===== config.mk =====
export PLATFORM = sky130hd
export DESIGN_NAME = ipi_doorbell
export DESIGN_NICKNAME = d
export VERILOG_FILES = /design/src/rtl/ipi_doorbell_pkg.sv /design/src/rtl/ipi_write_decode.sv /design/src/rtl/ipi_line.sv /design/src/rtl/ipi_read_port.sv /design/src/rtl/ipi_doorbell.sv
export SDC_FILE = /design/constraint.sdc
export NUM_CORES = 1
export LEC_CHECK = 0
export ABC_AREA = 1
export CAP_MARGIN = 20
export CORE_MARGIN = 5
export CORE_UTILIZATION = 61
export DETAILED_ROUTE_END_ITERATION = 8
export DONT_BUFFER_PORTS = 1
export PLACE_DENSITY = 0.77
export SKIP_CTS_REPAIR_TIMING = 1
export SLEW_MARGIN = 5
export SYNTH_ARGS = -nofsm -noshare
export SYNTH_HDL_FRONTEND = slang
export SYNTH_SLANG_ARGS = --single-unit

===== constraint.sdc =====
create_clock -name clk -period 0.8 [get_ports clk]
set_input_delay 0.04 -clock clk [delete_from_list [all_inputs] [get_ports clk]]
set_output_delay 0.04 -clock clk [all_outputs]
set_load 0.01 [all_outputs]

===== src/rtl/ipi_doorbell_pkg.sv =====
package ipi_doorbell_pkg;

    localparam int REG_W     = 32;
    localparam int STAT_OFS  = 16;
    localparam int NMI_POS   = 0;
    localparam int COP_LINES = 4;
    localparam int COP_LSB   = 4;
    localparam int HST_LINES = 2;
    localparam int HST_LSB   = 12;
    localparam int N_LINES   = 1 + COP_LINES + HST_LINES;

    typedef enum logic {
        SIDE_HOST = 1'b0,
        SIDE_COP  = 1'b1
    } side_e;

    typedef struct packed {
        logic             en;
        logic [REG_W-1:0] data;
    } wr_req_t;

    typedef struct packed {
        logic [N_LINES-1:0] ring;
        logic [N_LINES-1:0] clear;
    } line_ctl_t;

    // Line index 0 is the NMI, 1..COP_LINES are coprocessor lines,
    // the rest are host lines.
    function automatic int ring_pos(input int idx);
        if (idx == 0)
            return NMI_POS;
        else if (idx <= COP_LINES)
            return COP_LSB + idx - 1;
        else
            return HST_LSB + idx - 1 - COP_LINES;
    endfunction

    function automatic side_e sender_of(input int idx);
        return (idx <= COP_LINES) ? SIDE_HOST : SIDE_COP;
    endfunction

    function automatic logic [REG_W-1:0] pend_mask();
        logic [REG_W-1:0] m;
        m = '0;
        for (int i = 0; i < N_LINES; i++)
            m[ring_pos(i) + STAT_OFS] = 1'b1;
        return m;
    endfunction

endpackage


===== src/rtl/ipi_write_decode.sv =====
module ipi_write_decode
    import ipi_doorbell_pkg::*;
(
    input  wr_req_t   host_req,
    input  wr_req_t   cop_req,
    output line_ctl_t ctl
);

    for (genvar i = 0; i < N_LINES; i++) begin : g_line
        localparam int    RPOS = ring_pos(i);
        localparam int    PPOS = RPOS + STAT_OFS;
        localparam side_e SND  = sender_of(i);

        if (SND == SIDE_HOST) begin : g_host_sends
            assign ctl.ring[i]  = host_req.en & host_req.data[RPOS];
            assign ctl.clear[i] = cop_req.en & ~cop_req.data[PPOS];
        end else begin : g_cop_sends
            assign ctl.ring[i]  = cop_req.en & cop_req.data[RPOS];
            assign ctl.clear[i] = host_req.en & ~host_req.data[PPOS];
        end
    end

endmodule


===== src/rtl/ipi_line.sv =====
module ipi_line (
    input  logic clk,
    input  logic rst,
    input  logic ring,
    input  logic clear,
    output logic pending,
    output logic pulse
);

    always_ff @(posedge clk) begin
        if (rst) begin
            pending <= 1'b0;
            pulse   <= 1'b0;
        end else begin
            pulse <= ring;
            if (ring)
                pending <= 1'b1;
            else if (clear)
                pending <= 1'b0;
        end
    end

    // a ring always leaves the flag set, even against a clear
    a_r8_ring_wins: assert property (@(posedge clk) disable iff (rst)
        ring |=> pending);

    // a clear with no ring drops the flag
    a_r7_clear_drops: assert property (@(posedge clk) disable iff (rst)
        (clear && !ring) |=> !pending);

    // without ring or clear the flag holds
    a_r6_flag_holds: assert property (@(posedge clk) disable iff (rst)
        (!ring && !clear) |=> $stable(pending));

    // a flag only rises together with its interrupt pulse
    a_r2_rise_with_pulse: assert property (@(posedge clk) disable iff (rst)
        $rose(pending) |-> pulse);

endmodule


===== src/rtl/ipi_read_port.sv =====
module ipi_read_port
    import ipi_doorbell_pkg::*;
(
    input  logic             clk,
    input  logic             rst,
    input  logic             rd_en,
    input  logic [REG_W-1:0] value,
    output logic [REG_W-1:0] rd_data
);

    localparam logic [REG_W-1:0] PMASK = pend_mask();

    always_ff @(posedge clk) begin
        if (rst)
            rd_data <= '0;
        else if (rd_en)
            rd_data <= value & PMASK;
    end

    // read data holds while the strobe is low
    a_r10_hold: assert property (@(posedge clk) disable iff (rst)
        !rd_en |=> $stable(rd_data));

    // reserved and ring positions never read as 1
    a_r5_reserved_zero: assert property (@(posedge clk) disable iff (rst)
        (rd_data & ~PMASK) == '0);

endmodule


===== src/rtl/ipi_doorbell.sv =====
module ipi_doorbell
    import ipi_doorbell_pkg::*;
(
    input  logic             clk,
    input  logic             rst,
    input  logic             host_wr_en,
    input  logic [REG_W-1:0] host_wr_data,
    input  logic             host_rd_en,
    output logic [REG_W-1:0] host_rd_data,
    input  logic             cop_wr_en,
    input  logic [REG_W-1:0] cop_wr_data,
    input  logic             cop_rd_en,
    output logic [REG_W-1:0] cop_rd_data,
    output logic [COP_LINES-1:0] cop_irq,
    output logic             cop_nmi,
    output logic [HST_LINES-1:0] host_irq
);

    wr_req_t            host_req;
    wr_req_t            cop_req;
    line_ctl_t          ctl;
    logic [N_LINES-1:0] pend;
    logic [N_LINES-1:0] pulse;
    logic [REG_W-1:0]   reg_value;

    assign host_req = '{en: host_wr_en, data: host_wr_data};
    assign cop_req  = '{en: cop_wr_en,  data: cop_wr_data};

    ipi_write_decode u_dec (
        .host_req (host_req),
        .cop_req  (cop_req),
        .ctl      (ctl)
    );

    for (genvar i = 0; i < N_LINES; i++) begin : g_cell
        ipi_line u_line (
            .clk     (clk),
            .rst     (rst),
            .ring    (ctl.ring[i]),
            .clear   (ctl.clear[i]),
            .pending (pend[i]),
            .pulse   (pulse[i])
        );
    end

    always_comb begin
        reg_value = '0;
        for (int i = 0; i < N_LINES; i++)
            reg_value[ring_pos(i) + STAT_OFS] = pend[i];
    end

    assign cop_nmi  = pulse[0];
    assign cop_irq  = pulse[COP_LINES:1];
    assign host_irq = pulse[N_LINES-1:COP_LINES+1];

    ipi_read_port u_host_rd (
        .clk     (clk),
        .rst     (rst),
        .rd_en   (host_rd_en),
        .value   (reg_value),
        .rd_data (host_rd_data)
    );

    ipi_read_port u_cop_rd (
        .clk     (clk),
        .rst     (rst),
        .rd_en   (cop_rd_en),
        .value   (reg_value),
        .rd_data (cop_rd_data)
    );

    // interrupt outputs are low in the cycle after reset
    a_r1_quiet_after_reset: assert property (@(posedge clk)
        $past(rst) |-> (cop_irq == '0 && !cop_nmi && host_irq == '0));

    // the host never causes an interrupt toward itself
    a_r7_host_no_self: assert property (@(posedge clk) disable iff (rst)
        !$past(cop_wr_en) |-> host_irq == '0);

endmodule


==> results.md <==
* Status: complete, but fails checks
* Failing checks: hold timing
* Vias in the first global route at 799
* Max Buffers Root-to-Sink at 2
* Routability cong. at 0.731
* Period utilization at 96.3%
* Share of cells above drive strength 1 at 10.3%
* RSZ-0062 raised after global routing: false
* TritonCTS clock tree: built
* Startpoint Class: register
* Final setup vio count at 0
* WHS Endpoint: u_host_rd.rd_data[16]
* Clock sinks at 28
* Post-route DRC violation count at 0
* Worst Hold Launch: host_rd_en
* Critical path capture point type: output port
* P_leak at 0.000806 uW
* Vias at 946
* Worst Path Arrival at 0.73 ns
* Pwr/cell area at 1870 mW/mm2
* Final Max Tran Viols at 0
* Top-count cell post-synth: buf_4
* Top_reg_cell synth: dfxtp_1
* CP max FO at 2
* Syn_area_per_cell at 7.35 um2
* Post-layout util at 57.2%
* R2R setup slack at 0.12 ns
* Initial antenna violation count at 0
* Clock Latency Late Sink at 0.32 ns
* Max Fclk at 1300 MHz
* Vias per cell at 4.04
* Synth warn at 0
* Worst hold path type: input pin to register
* Register area share after synthesis at 37.6%
* Register Area at 577 um2
* Min Tclk post-route at 0.770 ns
* Row cnt at 18
* Post-Syn Instances at 203
* Overflow after GRT at 0
* Core area at 0.00241 mm2
* CP required at 0.76 ns
* Die X at 59.5 um
* Count of cell types in the netlist at 12
* Die Area at 0.00354 mm2
* EDFF count, synth at 0
* # H-tree levels at 1
* Total wire length at 2420 um
* Clk root buf: clkbuf_4
* GRT Total Usage at 12.4%
* Routed Antenna Nets at 0
* Reg2reg start: g_cell[6].u_line.pending
* Hold path depth at 2
* Synth area leader: dfxtp_1
* Top cells by area, synth: dfxtp_1 38%, buf_4 29%, nand2_1 12%
* Reg clk slew, reported paths at 0.15 ns
* I/O pins at 141
* Critical path class: register to output port
* Largest net degree at the start of global routing at 22
* Min Hold Slack at -0.166 ns
* CTS Buf Count at 3
* Fin. Hold Viols at 28
* Synth top area share at 37.6%
* Post-synth ARST share at 0%
* VDD IR-drop max at 0.00141 V
* First-pass GRT wire length at 3330 um
* I/O Buffers at 0
* Commonest cells post-synth: 58 x buf_4, 49 x nand2_1, 34 x nor2_1, 28 x dfxtp_1, 21 x inv_1
* Die height at 59.5 um
* Yosys reg bits at 28
* Reg-to-Reg End: u_cop_rd.rd_data[29]
* Area Growth Syn to Fin at -7.63%
* Multi-input gate area at 551 um2
* Final #Nets at 275
* Max-Cap Viols at 0
* Filler cell count at 257
* Wire per inst at 10.3 um
* Initial Util at 61.9%
* Drt pass-1 iters at 4
* Dpl hpwl at 1780 um
* Diode count at 0
* Clock Skews at 0.00618 ns
* Number of DRC markers in iteration 0 at 46
* Post-synthesis cell area at 0.00149 mm2
* Total negative setup slack at 0 ns
* Cell count of the worst reg-to-reg path at 4
-- worst max-delay path by stage --
stage / from / end / depth (start not counted)
after detailed placement: g_cell[6].u_line.pending / u_cop_rd.rd_data[29] / 4
final: u_host_rd.rd_data[22] / host_rd_data[22] / 0
after global routing: u_host_rd.rd_data[22] / host_rd_data[22] / 0
after floorplan: g_cell[4].u_line.pending / u_cop_rd.rd_data[23] / 4
after CTS: u_host_rd.rd_data[20] / host_rd_data[20] / 0
after global placement: g_cell[6].u_line.pending / u_cop_rd.rd_data[29] / 4
-- layout by cell type, fill, tap and decap left out, drive strengths merged --
cell,count
clkbuf,4
nand3,7
inv,22
nor2,35
dlygate4sd3,9
nand2,49
dfxtp,28
conb,50
-- sequential cells by signal (all words and copies together) (netlist names) --
| name | count |
|---|---|
| u_host_rd.rd_data | 7 |
| g_cell.u_line.pulse | 7 |
| g_cell.u_line.pending | 7 |
| u_cop_rd.rd_data | 7 |
-- layout make-up --
cell class / count / area share [%]
well taps: 30 / 2.72
clock buffers: 4 / 2.63
multi-input cells: 141 / 39.9
flip-flops and latches: 28 / 41.8
repair buffers: 9 / 6.53
inverters: 22 / 6.35
-- report_power, final --
part / leakage, uW / internal (uW) / switching (uW) / total (uW)
Combinational: 0.000550 / 101 / 242 / 343
Clock: 0.0000210 / 278 / 401 / 680
Sequential: 0.000236 / 1490 / 69.4 / 1560
-- per-stage QoR --
step / cell area [um2] / total power [uW] / setup slack (ns) / std cells
2_1_floorplan: 1680 / 2070 / 0.211 / 252
3_3_place_gp: 1240 / 1870 / 0.148 / 221
3_5_place_dp: 1240 / 1870 / 0.143 / 221
4_1_cts: 1270 / 2540 / 0.00572 / 225
5_1_grt: 1380 / 2710 / 0.00104 / 234
6_report: 1380 / 2580 / 0.0296 / 234
-- cells by family (layout without fill, tap and decap cells) --
logic type / count (synthesis) / in the layout / share of synthesized area [%]
buf+inv: 83 / 35 / 37.9
other cells: 1 / 50 / 0.251
flops: 28 / 28 / 37.6
simple gates: 91 / 91 / 24.3
-- per-layer routing --
layer  global-route usage [%]  up-vias  routed length (um)
met4                     3.88        0                  25
met2                     19.0       55                1140
li1                         -      486                   -
met3                     6.75        2                 362
met5                        0        -                   0
met1                     14.8      403                 892
No activity file was read; power rests on OpenSTA's default activity.
